[config.mk]
export PLATFORM = sky130hd
export DESIGN_NAME = lfsr_video_timing
export DESIGN_NICKNAME = d
export VERILOG_FILES = /design/src/rtl/vtg_pkg.sv /design/src/rtl/vtg_axis.sv /design/src/rtl/vtg_window.sv /design/src/rtl/vtg_ctrl.sv /design/src/rtl/vtg_dp.sv /design/src/rtl/lfsr_video_timing.sv
export SDC_FILE = /design/constraint.sdc
export NUM_CORES = 1
export LEC_CHECK = 0
export ABC_AREA = 1
export BUFFER_PORTS_ARGS = -buffer_cell sky130_fd_sc_hd__buf_2
export CAP_MARGIN = 10
export CORE_MARGIN = 2
export CORE_UTILIZATION = 50
export DETAILED_ROUTE_END_ITERATION = 8
export MAX_ROUTING_LAYER = met4
export PLACE_DENSITY = 0.82
export SLEW_MARGIN = 10
export SYNTH_ARGS = -nofsm -noshare
export SYNTH_HDL_FRONTEND = slang
export SYNTH_SLANG_ARGS = --single-unit
[constraint.sdc]
create_clock -name clk -period 1.85 [get_ports clk]
set_input_delay 0.0925 -clock clk [delete_from_list [all_inputs] [get_ports clk]]
set_output_delay 0.0925 -clock clk [all_outputs]
set_load 0.05 [all_outputs]
[src/rtl/vtg_pkg.sv]
package vtg_pkg;
  localparam int unsigned PosWidth = 16;
  localparam logic [PosWidth-1:0] PosSeed = '1;
  localparam logic [PosWidth-1:0] PosTaps = 16'h8016;
  localparam int unsigned NumWindows = 4;

  // window slots in the datapath
  localparam int unsigned WinHSync = 0;
  localparam int unsigned WinHDisp = 1;
  localparam int unsigned WinVSync = 2;
  localparam int unsigned WinVDisp = 3;

  typedef struct packed {
    logic                  hWrap;
    logic                  vWrap;
    logic                  atOrigin;
    logic [NumWindows-1:0] markOn;
    logic [NumWindows-1:0] markOff;
  } vtgStrobes_t;
endpackage

[src/rtl/vtg_axis.sv]
module vtg_axis #(
  parameter int unsigned W = 16,
  parameter logic [W-1:0] SEED = '1,
  parameter logic [W-1:0] TAPS = 16'h8016
) (
  input  logic         clk,
  input  logic         rstN,
  input  logic         advance,
  input  logic [W-1:0] endCode,
  output logic [W-1:0] pos,
  output logic         atEnd
);
  logic [W-1:0] stepped;
  logic         feedBit;

  assign atEnd   = (pos == endCode);
  assign feedBit = ^(pos & TAPS);
  assign stepped = {pos[W-2:0], feedBit};

  always_ff @(posedge clk) begin
    if (!rstN) begin
      pos <= SEED;
    end else if (advance) begin
      pos <= atEnd ? SEED : stepped;
    end
  end
endmodule

[src/rtl/vtg_window.sv]
module vtg_window (
  input  logic clk,
  input  logic rstN,
  input  logic stepEn,
  input  logic wrapClr,
  input  logic markOn,
  input  logic markOff,
  output logic inNow
);
  logic held;

  assign inNow = markOn | (held & ~markOff);

  always_ff @(posedge clk) begin
    if (!rstN) begin
      held <= 1'b0;
    end else if (stepEn) begin
      held <= inNow & ~wrapClr;
    end
  end
endmodule

[src/rtl/vtg_ctrl.sv]
module vtg_ctrl
  import vtg_pkg::*;
#(
  parameter int unsigned W = PosWidth
) (
  input  logic         clk,
  input  logic         rstN,
  input  logic [W-1:0] hEndCode,
  input  logic [W-1:0] hSyncOnCode,
  input  logic [W-1:0] hSyncOffCode,
  input  logic [W-1:0] hDispOnCode,
  input  logic [W-1:0] hDispOffCode,
  input  logic [W-1:0] vEndCode,
  input  logic [W-1:0] vSyncOnCode,
  input  logic [W-1:0] vSyncOffCode,
  input  logic [W-1:0] vDispOnCode,
  input  logic [W-1:0] vDispOffCode,
  output logic [W-1:0] hPos,
  output logic [W-1:0] vPos,
  output vtgStrobes_t  strobes
);
  localparam logic [W-1:0] Seed = PosSeed[W-1:0];
  localparam logic [W-1:0] Taps = PosTaps[W-1:0];

  logic hAtEnd, vAtEnd;

  vtg_axis #(.W(W), .SEED(Seed), .TAPS(Taps)) u_hAxis (
    .clk(clk), .rstN(rstN), .advance(1'b1), .endCode(hEndCode),
    .pos(hPos), .atEnd(hAtEnd)
  );

  vtg_axis #(.W(W), .SEED(Seed), .TAPS(Taps)) u_vAxis (
    .clk(clk), .rstN(rstN), .advance(hAtEnd), .endCode(vEndCode),
    .pos(vPos), .atEnd(vAtEnd)
  );

  always_comb begin
    strobes = '0;
    strobes.hWrap    = hAtEnd;
    strobes.vWrap    = vAtEnd;
    strobes.atOrigin = (hPos == Seed) && (vPos == Seed);
    strobes.markOn[WinHSync]  = (hPos == hSyncOnCode);
    strobes.markOff[WinHSync] = (hPos == hSyncOffCode);
    strobes.markOn[WinHDisp]  = (hPos == hDispOnCode);
    strobes.markOff[WinHDisp] = (hPos == hDispOffCode);
    strobes.markOn[WinVSync]  = (vPos == vSyncOnCode);
    strobes.markOff[WinVSync] = (vPos == vSyncOffCode);
    strobes.markOn[WinVDisp]  = (vPos == vDispOnCode);
    strobes.markOff[WinVDisp] = (vPos == vDispOffCode);
  end
endmodule

[src/rtl/vtg_dp.sv]
module vtg_dp
  import vtg_pkg::*;
(
  input  logic        clk,
  input  logic        rstN,
  input  vtgStrobes_t strobes,
  output logic        hSyncQ,
  output logic        vSyncQ,
  output logic        dispEnQ,
  output logic        frameQ
);
  logic [NumWindows-1:0] inWin;

  for (genvar gi = 0; gi < NumWindows; gi++) begin : g_win
    // horizontal windows step every pixel and close at line end;
    // vertical windows step at line end and close at frame end
    localparam bit IsVert = (gi == WinVSync) || (gi == WinVDisp);
    logic stepEn, wrapClr;
    if (IsVert) begin : g_v
      assign stepEn  = strobes.hWrap;
      assign wrapClr = strobes.vWrap;
    end else begin : g_h
      assign stepEn  = 1'b1;
      assign wrapClr = strobes.hWrap;
    end
    vtg_window u_win (
      .clk(clk), .rstN(rstN), .stepEn(stepEn), .wrapClr(wrapClr),
      .markOn(strobes.markOn[gi]), .markOff(strobes.markOff[gi]),
      .inNow(inWin[gi])
    );
  end

  always_ff @(posedge clk) begin
    if (!rstN) begin
      hSyncQ  <= 1'b0;
      vSyncQ  <= 1'b0;
      dispEnQ <= 1'b0;
      frameQ  <= 1'b0;
    end else begin
      hSyncQ  <= inWin[WinHSync];
      vSyncQ  <= inWin[WinVSync];
      dispEnQ <= inWin[WinHDisp] & inWin[WinVDisp];
      frameQ  <= strobes.atOrigin;
    end
  end
endmodule

[src/rtl/lfsr_video_timing.sv]
module lfsr_video_timing
  import vtg_pkg::*;
(
  input  logic                clk,
  input  logic                rstN,
  input  logic [PosWidth-1:0] hEndCode,
  input  logic [PosWidth-1:0] hSyncOnCode,
  input  logic [PosWidth-1:0] hSyncOffCode,
  input  logic [PosWidth-1:0] hDispOnCode,
  input  logic [PosWidth-1:0] hDispOffCode,
  input  logic [PosWidth-1:0] vEndCode,
  input  logic [PosWidth-1:0] vSyncOnCode,
  input  logic [PosWidth-1:0] vSyncOffCode,
  input  logic [PosWidth-1:0] vDispOnCode,
  input  logic [PosWidth-1:0] vDispOffCode,
  output logic                hSync,
  output logic                vSync,
  output logic                dispEn,
  output logic                frameStart
);
  logic [PosWidth-1:0] hPos, vPos;
  vtgStrobes_t         strobes;

  vtg_ctrl #(.W(PosWidth)) u_ctrl (
    .clk(clk), .rstN(rstN),
    .hEndCode(hEndCode), .hSyncOnCode(hSyncOnCode), .hSyncOffCode(hSyncOffCode),
    .hDispOnCode(hDispOnCode), .hDispOffCode(hDispOffCode),
    .vEndCode(vEndCode), .vSyncOnCode(vSyncOnCode), .vSyncOffCode(vSyncOffCode),
    .vDispOnCode(vDispOnCode), .vDispOffCode(vDispOffCode),
    .hPos(hPos), .vPos(vPos), .strobes(strobes)
  );

  vtg_dp u_dp (
    .clk(clk), .rstN(rstN), .strobes(strobes),
    .hSyncQ(hSync), .vSyncQ(vSync), .dispEnQ(dispEn), .frameQ(frameStart)
  );
endmodule

==> results.py <==
metrics = {
    "placed_design": {
        "place_area_um2": 4981,
        "globalplace.congestion": 0.8628,
        "hpwl_mm": 9.127,
        "io_buffers": 165,
    },
    "power_and_ir_drop": {
        "power_mw": 2.064,
        "ir_worst_vdd_uv": 251.3,
        "power.leakage_nw": 3.013,
        "powerDensity_nw_per_um2": 403.6,
    },
    "status": {
        "status": "finished clean",
    },
    "synthesis": {
        "ys_seq_area_frac": 0.1921,
        "yosysWarnings": 0,
        "syn-num-nets": 923,
        "async_flop_share": 0,
        "synth_edf_count": 0,
        "ys.flop_type": "dfxtp_1",
        "ys_seq_elements": 40,
        "yosysUniqueCellTypes": 23,
        "netlist_area_um2": 4168,
        "syn_inst": 761,
        "syn_avg_cell_area_um2": 5.477,
    },
    "timing": {
        "worst_pin_slew_ns": 0.4298,
        "period_needed_ns": 1.720,
        "final.period_utilization": 0.9297,
        "hold_viol_final": 0,
        "relSlewSlack": 0.7108,
        "fin_skew_ns": 0.01485,
        "setup-tns-final_ns": 0,
        "fmax_ghz": 0.5814,
        "rsz0062_at_grt": "false",
        "setup_violations": 0,
        "slew_viol_final": 0,
    },
    "floorplan": {
        "die_area_um2": 9082,
        "die_h_um": 95.30,
        "num_rows": 33,
        "start_util": 0.5124,
        "boundaryPins": 166,
        "die_w_um": 95.30,
        "coreArea_um2": 8134,
    },
    "routing": {
        "vias_per_cell": 4.437,
        "dr.pass1.iters": 4,
        "wl_per_cell_um": 10.91,
        "wl_mm": 11.11,
        "num_vias": 4517,
        "drc": 0,
        "drtIter0Drc": 162,
        "ant_nets": 0,
    },
    "critical_path": {
        "cp-start-kind": "flop",
        "cp.arrival_ns": 1.96,
        "critPathCaptureType": "flop",
        "critPathRequiredTime_ns": 2.09,
        "path_class": "reg -> reg",
        "worst-path-max-fanout": 16,
    },
    "global_routing": {
        "grt_use_total": 0.2467,
        "antenna_found_initial": 0,
        "grt_pass1_vias": 3902,
        "grt_max_degree": 19,
        "grt_pass1_wl_mm": 17.10,
        "grt_overflow": 0,
    },
    "clock_tree": {
        "cts-buffers-inserted": 5,
        "clkSinkCount": 40,
        "clock_latency_ns": 0.31,
        "htree_levels": 2,
        "cts_hold_buf": 0,
        "cts_tree": "done",
        "post_cts_resized": 0,
        "post_cts_buffers": 0,
        "clkTransAtPathRegs_ns": 0.09,
        "cts_root_buf": "clkbuf_8",
        "clockBufferDepth": 2,
    },
    "cells_and_area": {
        "multi_input_area_um2": 2714,
        "register_area_um2": 809.5,
        "nets": 1074,
        "mostFrequentLayoutCell": "nand2_1",
        "most-common-layout-cells": "nand2_1 (308), buf_2 (165), nor2_1 (133)",
        "nFillCells": 822,
        "drive_gt1_frac": 0.2278,
        "area_growth_pct": 22.70,
        "final_core_util": 0.6287,
        "antenna_cells": 0,
        "fin_area_um2": 5114,
    },
    "flow_run": {
        "maxCapViolCount": 0,
    },
    "hold_path": {
        "hold_path.class": "in -> reg",
    },
}
-- synthesized netlist by cell type (5+ instances only) --
library cell	number	area (um2)
a21oi_1	7	35.03
xnor2_1	45	394.1
buf_2	13	65.06
nand2_1	308	1156
xor2_1	46	402.9
nor2_1	133	499.2
dfxtp_1	40	800.8
inv_1	107	401.6
buf_4	18	135.1
nand3_1	9	45.04
nor4_1	5	31.28
nand4_1	8	50.05
inv_2	6	22.52
-- cell type report --
class                      count  area share
multi-input combinational    572      0.5307
timing repair buffer         179      0.1820
sequential                    40      0.1583
inverter                     114     0.08417
tap                          105     0.02569
clock buffer                   6     0.01615
clock inverter                 2    0.002936
-- power breakdown --
group          total [mW]  internal [mW]  leakage, nW  switching (mW)
combinational       0.541          0.266         2.65           0.274
sequential          0.874          0.868        0.321         0.00610
clock               0.649          0.303       0.0434           0.347
-- critical path, cell delays in order (launching register included) --
cell     delay, ns
dfxtp_1       0.45
inv_1         0.13
nand2_1       0.08
nand2_1       0.05
nor2_1        0.20
nand3_1       0.10
nor2_1        0.21
nand2_4       0.17
nand2_1       0.12
nor2_1        0.05
nor2_1        0.10
-- cell families after synthesis --
logic type / share of synthesized area
XOR/XNOR: 0.1912
flip-flops: 0.1921
buffers and inverters: 0.1630
AND/OR/NAND/NOR: 0.4452
AO/OA/AOI/OAI: 0.008405
-- state kept, by name (all words and copies together), names as in the netlist --
name and count:
u_dp.hSyncQ 1, u_dp.dispEnQ 1, u_dp.frameQ 1, u_ctrl.u_hAxis.pos 16, u_dp.vSyncQ 1, u_dp.g_win.u_win.held 4
u_ctrl.u_vAxis.pos 16
-- metrics by stage --
step	cells	hold WS, ns	setup WS [ns]
global placement	1010	0.3781	0.1109
CTS	1018	0.04437	0.03903
global route	1018	0.09995	0.01434
floorplan	761	0.2129	0.4390
finish	1018	0.08664	0.1300
detailed placement	1010	0.3790	0.07261
-- routing by layer --
layer	GRT usage	part of all wire
met1	0.3162	0.46
met2	0.4096	0.47
met3	0.02767	0.053
met4	0.07246	0.015
met5	-	0
-- final timing paths --
| path | endpoint | depth (start not counted) | start | slack [ns] |
|---|---|---|---|---|
| max reg2reg | u_ctrl.u_vAxis.pos[10]$_SDFFE_PN1N_ | 10 | u_ctrl.u_vAxis.pos[10]$_SDFFE_PN1N_ | 0.13 |
| max | u_ctrl.u_vAxis.pos[10]$_SDFFE_PN1N_ | 10 | u_ctrl.u_vAxis.pos[10]$_SDFFE_PN1N_ | 0.13 |
| min reg2reg | u_dp.g_win[2].u_win.held$_SDFFE_PN0N_ | 2 | u_dp.g_win[2].u_win.held$_SDFFE_PN0N_ | 0.46 |
| min | u_dp.dispEnQ$_SDFF_PN0_ | 3 | rstN | 0.09 |
Power figures use the tool's default switching activity.
